### config.mk
export PLATFORM = sky130hd
export DESIGN_NAME = fit_timer
export DESIGN_NICKNAME = d
export VERILOG_FILES = /design/src/rtl/fit_pkg.sv /design/src/rtl/fit_bit_select.sv /design/src/rtl/fit_edge_detect.sv /design/src/rtl/fit_timer.sv
export SDC_FILE = /design/constraint.sdc
export NUM_CORES = 1
export LEC_CHECK = 0
export ABC_AREA = 1
export BUFFER_PORTS_ARGS = -buffer_cell sky130_fd_sc_hd__buf_2
export CELL_PAD_IN_SITES_DETAIL_PLACEMENT = 2
export CELL_PAD_IN_SITES_GLOBAL_PLACEMENT = 2
export CORE_MARGIN = 8
export CORE_UTILIZATION = 21
export DETAILED_ROUTE_END_ITERATION = 12
export PLACE_DENSITY_LB_ADDON = 0.1
export SLEW_MARGIN = 20
export SYNTH_ARGS = -nofsm -noshare
export SYNTH_HDL_FRONTEND = slang
export SYNTH_HIERARCHICAL = 1
export SYNTH_SLANG_ARGS = --single-unit
### constraint.sdc
create_clock -name clk -period 4.5 [get_ports clk]
set_clock_uncertainty 0.2 [all_clocks]
set_input_delay 0.225 -clock clk [delete_from_list [all_inputs] [get_ports clk]]
set_output_delay 0.225 -clock clk [all_outputs]
set_load 0.02 [all_outputs]
### src/rtl/fit_pkg.sv
package fit_pkg;
    // Control word fields
    localparam int PER_LO  = 24;   // 2-bit period field
    localparam int EXT_LO  = 13;   // 4-bit extension field
    localparam int IEN_BIT = 23;   // interrupt enable
    // Status word field
    localparam int FLG_BIT = 26;   // sticky flag, write-one-to-clear

    localparam int PER_W = 2;
    localparam int EXT_W = 4;
endpackage

### src/rtl/fit_bit_select.sv
module fit_bit_select
    import fit_pkg::*;
#(
    parameter int TB_W    = 64,
    parameter int POS_W   = $clog2(TB_W),
    parameter int ENTRIES = 1 << PER_W,
    parameter logic [ENTRIES*POS_W-1:0] TBL_INIT = {6'd29, 6'd25, 6'd21, 6'd17}
) (
    input  logic                       clk,
    input  logic                       rst_n,
    input  logic                       ext_mode,
    input  logic [PER_W-1:0]           per_fld,
    input  logic [EXT_W-1:0]           ext_fld,
    input  logic                       tbl_we,
    input  logic [$clog2(ENTRIES)-1:0] tbl_idx,
    input  logic [POS_W-1:0]           tbl_pos,
    output logic [POS_W-1:0]           target
);
    localparam logic [POS_W-1:0] TOP_POS = POS_W'(TB_W - 1);

    typedef struct packed {
        logic [ENTRIES-1:0][POS_W-1:0] tbl;
    } sel_state_t;

    sel_state_t st_d, st_q;

    always_comb begin
        st_d = st_q;
        if (tbl_we) begin
            st_d.tbl[tbl_idx] = tbl_pos;
        end
    end

    always_ff @(posedge clk) begin
        if (!rst_n) begin
            for (int i = 0; i < ENTRIES; i++) begin
                st_q.tbl[i] <= TBL_INIT[i*POS_W +: POS_W];
            end
        end else begin
            st_q <= st_d;
        end
    end

    always_comb begin
        if (ext_mode) begin
            target = TOP_POS - POS_W'({ext_fld, per_fld});
        end else begin
            target = st_q.tbl[per_fld];
        end
    end

    // A written entry must read back at the next edge
    AST_TBL_LOAD: assert property (@(posedge clk) disable iff (!rst_n)
        tbl_we |=> (st_q.tbl[$past(tbl_idx)] == $past(tbl_pos)));
endmodule

### src/rtl/fit_edge_detect.sv
module fit_edge_detect #(
    parameter int TB_W  = 64,
    parameter int POS_W = $clog2(TB_W)
) (
    input  logic             clk,
    input  logic             rst_n,
    input  logic [TB_W-1:0]  tb_value,
    input  logic [POS_W-1:0] target,
    output logic             rise
);
    typedef struct packed {
        logic             prev;
        logic [POS_W-1:0] tgt;
    } edge_state_t;

    edge_state_t st_d, st_q;
    logic        cur_bit;
    logic        same_sel;

    always_comb begin
        cur_bit  = tb_value[target];
        same_sel = (target == st_q.tgt);
        // On reselection the stored bit is reloaded from the new position
        st_d.prev = cur_bit;
        st_d.tgt  = target;
        rise      = same_sel & cur_bit & ~st_q.prev;
    end

    always_ff @(posedge clk) begin
        if (!rst_n) begin
            st_q <= '0;
        end else begin
            st_q <= st_d;
        end
    end

    AST_RISE_SAME_SEL: assert property (@(posedge clk) disable iff (!rst_n)
        rise |-> (target == $past(target)));
    AST_RISE_WAS_LOW: assert property (@(posedge clk) disable iff (!rst_n)
        rise |-> !$past(tb_value[target]));
endmodule

### src/rtl/fit_timer.sv
module fit_timer
    import fit_pkg::*;
#(
    parameter int TB_W    = 64,
    parameter int POS_W   = $clog2(TB_W),
    parameter int ENTRIES = 1 << PER_W,
    parameter logic [ENTRIES*POS_W-1:0] TBL_INIT = {6'd29, 6'd25, 6'd21, 6'd17}
) (
    input  logic                       clk,
    input  logic                       rst_n,
    input  logic [TB_W-1:0]            tb_value,
    input  logic                       ext_mode,
    input  logic [31:0]                ctrl_word,
    input  logic                       clr_we,
    input  logic [31:0]                clr_word,
    input  logic                       tbl_we,
    input  logic [$clog2(ENTRIES)-1:0] tbl_idx,
    input  logic [POS_W-1:0]           tbl_pos,
    output logic                       status_o,
    output logic                       irq_o
);
    logic [POS_W-1:0] target;
    logic             rise;
    logic             clr_hit;
    logic             irq_en;
    logic             unused_bits;

    assign unused_bits = ^{ctrl_word[31:PER_LO+PER_W], ctrl_word[PER_LO-1+0 -: 1] & 1'b0,
                           ctrl_word[IEN_BIT-1:EXT_LO+EXT_W], ctrl_word[EXT_LO-1:0],
                           clr_word[31:FLG_BIT+1], clr_word[FLG_BIT-1:0]};

    fit_bit_select #(
        .TB_W(TB_W), .POS_W(POS_W), .ENTRIES(ENTRIES), .TBL_INIT(TBL_INIT)
    ) u_sel (
        .clk     (clk),
        .rst_n   (rst_n),
        .ext_mode(ext_mode),
        .per_fld (ctrl_word[PER_LO +: PER_W]),
        .ext_fld (ctrl_word[EXT_LO +: EXT_W]),
        .tbl_we  (tbl_we),
        .tbl_idx (tbl_idx),
        .tbl_pos (tbl_pos),
        .target  (target)
    );

    fit_edge_detect #(.TB_W(TB_W), .POS_W(POS_W)) u_edge (
        .clk     (clk),
        .rst_n   (rst_n),
        .tb_value(tb_value),
        .target  (target),
        .rise    (rise)
    );

    typedef struct packed {
        logic flag;
    } flag_state_t;

    flag_state_t st_d, st_q;

    always_comb begin
        clr_hit = clr_we & clr_word[FLG_BIT];
        irq_en  = ctrl_word[IEN_BIT];
        st_d    = st_q;
        if (clr_hit) begin
            st_d.flag = 1'b0;
        end
        if (rise) begin
            st_d.flag = 1'b1;   // a new event outranks a clear
        end
    end

    always_ff @(posedge clk) begin
        if (!rst_n) begin
            st_q <= '0;
        end else begin
            st_q <= st_d;
        end
    end

    assign status_o = st_q.flag;
    assign irq_o    = st_q.flag & irq_en;

    AST_EVENT_SETS: assert property (@(posedge clk) disable iff (!rst_n)
        rise |=> status_o);
    AST_CLEAR_WORKS: assert property (@(posedge clk) disable iff (!rst_n)
        (clr_we && clr_word[FLG_BIT] && !rise) |=> !status_o);
    AST_FLAG_STICKY: assert property (@(posedge clk) disable iff (!rst_n)
        (status_o && !(clr_we && clr_word[FLG_BIT])) |=> status_o);
    AST_NO_SPURIOUS_SET: assert property (@(posedge clk) disable iff (!rst_n)
        (!status_o && !rise) |=> !status_o);
    AST_IRQ_GATED: assert property (@(posedge clk) disable iff (!rst_n)
        !ctrl_word[IEN_BIT] |-> !irq_o);
endmodule

==> impl_results.md, run 1 <==
- Period utilization: 0.566
- Relative slew slack: 0.617
- Status: complete, no violations
- Commonest cells after routing, fill and taps aside: 146 x nand2_1, 86 x buf_2, 77 x nand3_1, 42 x inv_1, 32 x dfxtp_1
- PortBufs: 86
- Initial Util: 0.214
- Comb pwr share: 0.282
- Worst min path class: in2reg
- Final core occ: 0.273
- Crit path capture type: flip-flop
- Max FO, Critical Path: 34
- Yosys reg bits: 32
- Final Hold Fails: 0
- FP Rows: 37
- YS warnings: 6
- Clock Sinks: 32
- Internal Power: 0.507 mW
- Sw power: 0.242 mW
- Worst setup margin: 1.95 ns
- Die height: 118 um
- Worst-Margin Slew: 0.575 ns
- Die width: 118 um
- # DRC: 0
- Largest net degree at the start of global routing: 35
- Vias in the first global route: 2965
- Worst endpoint required time: 4.48 ns
- Gr usage total: 0.127
- Post-synth ARST share: 0
- Pwr dens: 270 nW/um^2
- Overflow after GRT: 0
- Worst skew pair latency: 0.28 ns
- Min Clock Period, post-route: 2.55 ns
- CTS H-tree lvls: 2
- Avg WL per Cell: 14.6 um
- Ports: 143
- Critical path class: in2reg
- Placeable Area: 10200 sq um
- CTS buffer count: 5
- Worst EP arrival: 2.53 ns
- Clk pwr share: 0.308
- Maximum vdd drop: 0.161 mV
- Net Count, Synth: 518
- Antenna viol nets, final: 0
- Post-synthesis sequential area ratio: 0.294
- Worst-path clk slew: 0.07 ns
- Post-synthesis cell type count: 23
- Syn avg cell area: 5.78 sq um
- Worst hold slack: 0.00784 ns
- Initial antenna violation count: 0
- Sw frac: 0.323
- Mapped Cells: 377
- Post-synth EDFFs: 0
- Die area: 13900 sq um
- Post-CTS Setup Bufs: 0
- HPWL after DPL: 6840 um
- Clock root buffer: clkbuf_8
- Most common cell after layout, fill and taps aside: nand2_1
- Area Overhead vs Synth: 27.5%
- Unrepaired setup endpoints after global routing: false
- First-pass GRT wire length: 14600 um
- Synth Flop Type: dfxtp_1
- Share of post-route cells with drive strength above 1: 0.227
- # diodes: 0
- Peak Freq: 393 MHz
- Final WL: 8680 um
- CP Launch Type: input port
- TritonCTS clock tree: yes
- Sequential power share: 0.410
- 1st-iter DRT viols: 114
- Max_cap viols: 0
- Filler cells: 1283
- Setup TNS: 0 ns
- Vias: 2651
- Drt pass-1 iters: 4
- Fin nets: 598
- Post-synthesis cell area: 2180 sq um
- Maximum buffer depth of the clock tree: 2
- Via density: 4.46
- Leak: 1.54 nW
- Final Setup Violations: 0
- Final Max Slew Viols: 0
- DP Worst Slack: 1.55 ns
- Final Wtd Congestion: 0.781
[area by class of cell]
cell class | instances | area, sq um | share of cell area
inverter | 46 | 180 | 0.0649
timing repair buffer | 89 | 455 | 0.164
multi-input combinational | 283 | 1240 | 0.447
tap | 136 | 170 | 0.0613
sequential | 32 | 641 | 0.231
clock buffer | 8 | 90.1 | 0.0324
[state kept, by name (all words and copies together), names as in the netlist]
register and flops:
status_o 1, u_edge/st_q 7, u_sel/st_q 24
[per-layer routing]
metal / global-route usage / up-vias / share of wire
li1: - / 1349 / -
met4: 0.0288 / 0 / 0.0075
met1: 0.150 / 1238 / 0.46
met5: 0 / - / 0
met3: 0.0235 / 4 / 0.037
met2: 0.231 / 60 / 0.49
[cells by family (layout without fill, tap and decap cells)]
kind of cell,Yosys count,in the layout,synth area share
buffers and inverters,62,143,0.138
AOI/OAI and AO/OA,28,28,0.0730
and+or+nand+nor,253,253,0.487
DFF,32,32,0.294
xor gates and xnor gates,2,2,0.00804
[worst max-delay path, cell delays in order]
cell,delay (ns)
buf_2,0.27
inv_2,0.18
nand3_1,0.12
nor2_1,0.05
a21oi_2,0.10
buf_4,0.36
clkinv_4,0.31
nand2_1,0.14
nand3_1,0.07
nand3_1,0.12
nand2_1,0.08
nand2_1,0.06
nand3_1,0.08
nand3_1,0.11
a21oi_1,0.09
inv_1,0.07
a21oi_2,0.05
[path summary, 6_finish.rpt]
kind / from / to / depth (start not counted) / slack [ns]
max reg2reg: u_sel/st_q[6]$_SDFFE_PN1P_ / status_o$_SDFFE_PN0P_ / 16 / 1.97
max: ctrl_word[24] / status_o$_SDFFE_PN0P_ / 17 / 1.95
min reg2reg: u_sel/st_q[19]$_SDFFE_PN0P_ / u_sel/st_q[19]$_SDFFE_PN0P_ / 2 / 0.26
min: tbl_pos[3] / u_sel/st_q[15]$_SDFFE_PN1P_ / 3 / 0.008
[power groups by stage]
stage / sequential [mW] / combinational (mW) / clock [mW]
final: 0.307 / 0.211 / 0.231
after global routing: 0.309 / 0.246 / 0.255
after CTS: 0.307 / 0.221 / 0.241
after detailed placement: 0.313 / 0.219 / 0
after global placement: 0.313 / 0.213 / 0
after floorplan: 0.312 / 0.144 / 0
[synth_stat cells, drive strengths merged (2+ instances only)]
cell type  count  share of area
a21oi          7          0.018
buf           14          0.052
clkbuf         2         0.0034
dfxtp         32           0.29
inv           45          0.079
nand2        146           0.25
nand3         77           0.18
nor2          24          0.041
o211ai         5          0.017
o21ai         15          0.034
or2            4          0.011
[what timing repair did]
item,4_1_cts,5_1_grt
gates resized for setup,0,0
hold buffers,1,0
endpoints found under the hold margin,1,0
endpoints found under the setup margin,0,0
[through the flow]
step	area, sq um	cells	power [mW]
2_1_floorplan	2180	377	0.456
3_3_place_gp	2680	585	0.526
3_5_place_dp	2680	585	0.532
4_1_cts	2780	594	0.769
5_1_grt	2780	594	0.810
6_report	2780	594	0.749
(Power assumes the default switching activity.)
==> inputs of run 2 (changes only) <==
- CORE_UTILIZATION: 21 -> 19
- clock period: 4.5 -> 2.4 ns (I/O delays scaled with it)
==> run 2 against run 1 <==
Hold slack better by 0.11 ns. Sequential share of layout area down 2.2 points. Die area up 9.1%. Routed wire length up 2.8%. Via count up 0.79%. Final area up 11%. Register-to-register slack worse by 1.7 ns. Largest cell class unchanged.
==> impl_results.md, run 2 (synthesized netlist as in run 1, its figures left out) <==
- Status: complete, no violations (unchanged)
- Final Hold Fails: 0 (unchanged)
- Final core occ: 0.271 (was 0.273)
- Area Overhead vs Synth: 41.0% (was 27.5%)
- Gr usage total: 0.118 (was 0.127)
- Reg2reg end: status_o$_SDFFE_PN0P_ (unchanged)
- Worst min path class: in2reg (unchanged)
- Die width: 123 um (was 118 um)
- 1st-iter DRT viols: 74 (was 114)
- Critical path destination: status_o$_SDFFE_PN0P_ (unchanged)
- Final Wtd Congestion: 0.683 (was 0.781)
- Drt pass-1 iters: 4 (unchanged)
- Die area: 15100 sq um (was 13900 sq um)
- Crit-path most repeated cell: nand3_1 (unchanged)
- Fin nets: 620 (was 598)
- Period utilization: 0.895
- Maximum vdd drop: 0.361 mV (was 0.161 mV)
- Reg area: 641 sq um (unchanged)
- First-pass GRT wire length: 14300 um (was 14600 um)
- CP Launch Type: flip-flop (was input port)
- Unrepaired setup endpoints after global routing: false (unchanged)
- R2r worst-path depth: 15 (was 16)
- CP startpoint: u_sel/st_q[1]$_SDFFE_PN0P_ (was ctrl_word[24])
- Critical path's slowest cell: dfxtp_1 (was buf_4)
- Reg2Reg Setup Slack: 0.25 ns (was 1.97 ns)
- Vias in the first global route: 2921 (was 2965)
- # DRC: 0 (unchanged)
- Max incr delay on CP: 0.34 ns (was 0.36 ns)
- Final Setup Violations: 0 (unchanged)
- Clock root buffer: clkbuf_16 (was clkbuf_8)
- Largest net degree at the start of global routing: 34 (was 35)
- # diodes: 0 (unchanged)
- Filler cells: 1414 (was 1283)
- Peak Freq: 466 MHz
- Worst endpoint required time: 2.37 ns (was 4.48 ns)
- Critical R2R Launch: u_sel/st_q[1]$_SDFFE_PN0P_ (was u_sel/st_q[6]$_SDFFE_PN1P_)
- Via density: 4.30 (was 4.46)
- Worst-Margin Slew: 0.568 ns (was 0.575 ns)
- Critical path class: reg2reg (was in2reg)
- HPWL after DPL: 7190 um (was 6840 um)
- Leak: 1.68 nW (was 1.54 nW)
- Share of post-route cells with drive strength above 1: 0.253 (was 0.227)
- Multi-input logic area: 1250 sq um (was 1240 sq um)
- TritonCTS clock tree: yes (unchanged)
- Maximum buffer depth of the clock tree: 2 (unchanged)
- Initial Util: 0.192 (was 0.214)
- Ports: 143 (unchanged)
- CTS H-tree lvls: 2 (unchanged)
- Overflow after GRT: 0 (unchanged)
- Most common cell after layout, fill and taps aside: nand2_1 (unchanged)
- Commonest cells after routing, fill and taps aside: 146 x nand2_1, 86 x buf_2, 77 x nand3_1, 42 x inv_1, 32 x dfxtp_1 (unchanged)
- FP Rows: 39 (was 37)
- Final Max Slew Viols: 0 (unchanged)
- Antenna viol nets, final: 0 (unchanged)
- Worst skew pair latency: 0.27 ns (was 0.28 ns)
- Die height: 123 um (was 118 um)
- PortBufs: 86 (unchanged)
- Final WL: 8920 um (was 8680 um)
- CP cell instances: nand2_1 -> nand3_1 -> nand2_1 -> o21ai_1 -> clkbuf_16 -> buf_4 -> nand3_1 -> nand3_1 -> nand2_1 -> nand2_1 -> nand3_1 -> nand3_1 -> a21oi_2 -> inv_1 -> a21oi_2 (was buf_2 -> inv_2 -> nand3_1 -> nor2_1 -> a21oi_2 -> buf_4 -> clkinv_4 -> nand2_1 -> nand3_1 -> nand3_1 -> nand2_1 -> nand2_1 -> nand3_1 -> nand3_1 -> a21oi_1 -> inv_1 -> a21oi_2)
- Max_cap viols: 0 (unchanged)
- Initial antenna violation count: 0 (unchanged)
- Pwr dens: 529 nW/um^2 (was 270 nW/um^2)
- Avg WL per Cell: 14.3 um (was 14.6 um)
- Clock Sinks: 32 (unchanged)
- Min Clock Period, post-route: 2.15 ns
- Pwr Total: 1.63 mW (was 0.749 mW)
- CTS buffer count: 5 (unchanged)
- Relative slew slack: 0.622 (was 0.617)
- Worst EP arrival: 2.12 ns (was 2.53 ns)
- Placeable Area: 11300 sq um (was 10200 sq um)
- Crit path capture type: flip-flop (unchanged)
- Worst-path clk slew: 0.05 ns (was 0.07 ns)
- Largest register by flop count: u_sel/st_q (unchanged)
- Largest register FFs: 24 (unchanged)
- Vias: 2672 (was 2651)
- Max FO, Critical Path: 12 (was 34)
## run 2: cell types whose count changed in the layout (fill, tap and decap cells not counted), sizes merged
| cell | change |
|---|---|
| clkbuf | -1 |
| dlygate4sd3 | +7 |
| bufinv | +1 |
| buf | +14 |
## run 2: worst min path at each step
stage,end,from,cells after the start
after floorplan,u_edge/st_q[0]$_SDFF_PN0_,rst_n,2
after global placement,u_sel/st_q[15]$_SDFFE_PN1P_,tbl_pos[3],3
after detailed placement,u_sel/st_q[15]$_SDFFE_PN1P_,tbl_pos[3],3
after CTS,u_edge/st_q[5]$_SDFF_PN0_,ctrl_word[16],5
after global routing,u_edge/st_q[5]$_SDFF_PN0_,ctrl_word[16],5
final,u_edge/st_q[5]$_SDFF_PN0_,ctrl_word[16],5
## run 2: final cells by class
class	count	area share
repair buffers	111	0.216
well taps	143	0.0582
clock buffers	6	0.0420
multi-input cells	283	0.408
inverters	46	0.0656
flip-flops and latches	32	0.209
clock inverters	1	0.00163
## run 2: what timing repair did
| action | 4_1_cts | 5_1_grt |
|---|---|---|
| gates resized for setup | 0 | 8 |
| setup buffers | 0 | 2 |
| hold buffers | 8 | 0 |
| setup endpoints to repair | 0 | 2 |
| endpoints found under the hold margin | 25 | 0 |
## run 2: worst max-delay path, delay by kind of cell (launching register included)
family                 cells  cell delay (ns)
and+or+nand+nor            9             0.77
buffers and inverters      3             0.46
DFF                        1             0.34
AOI/OAI and AO/OA          3             0.27
## run 2: power by group
group          internal (mW)  leakage (nW)  total (mW)  switching (mW)
combinational          0.204          1.35       0.459           0.255
clock                  0.376        0.0667       0.590           0.214
sequential             0.563         0.263       0.578          0.0143
total                   1.14          1.68        1.63           0.483
## run 2: per-layer routing
layer | up-vias | global-route usage | wire length (um)
met2 | 53 | 0.223 | 4490
met3 | 5 | 0.0265 | 497
li1 | 1390 | - | -
met1 | 1224 | 0.132 | 3880
met5 | - | 0 | 0
met4 | 0 | 0.0226 | 60
## run 2: metrics by stage
stage               setup slack [ns]  hold WS [ns]  std cells  setup TNS (ns)  cell area, sq um
global route                  0.0259         0.145        622               0              3070
floorplan                      0.439        0.0176        377               0              2180
CTS                           0.0827         0.125        620               0              3010
detailed placement           -0.0284         0.199        605         -0.0284              2800
finish                         0.252         0.114        622               0              3070
global placement             -0.0113         0.187        605         -0.0113              2800
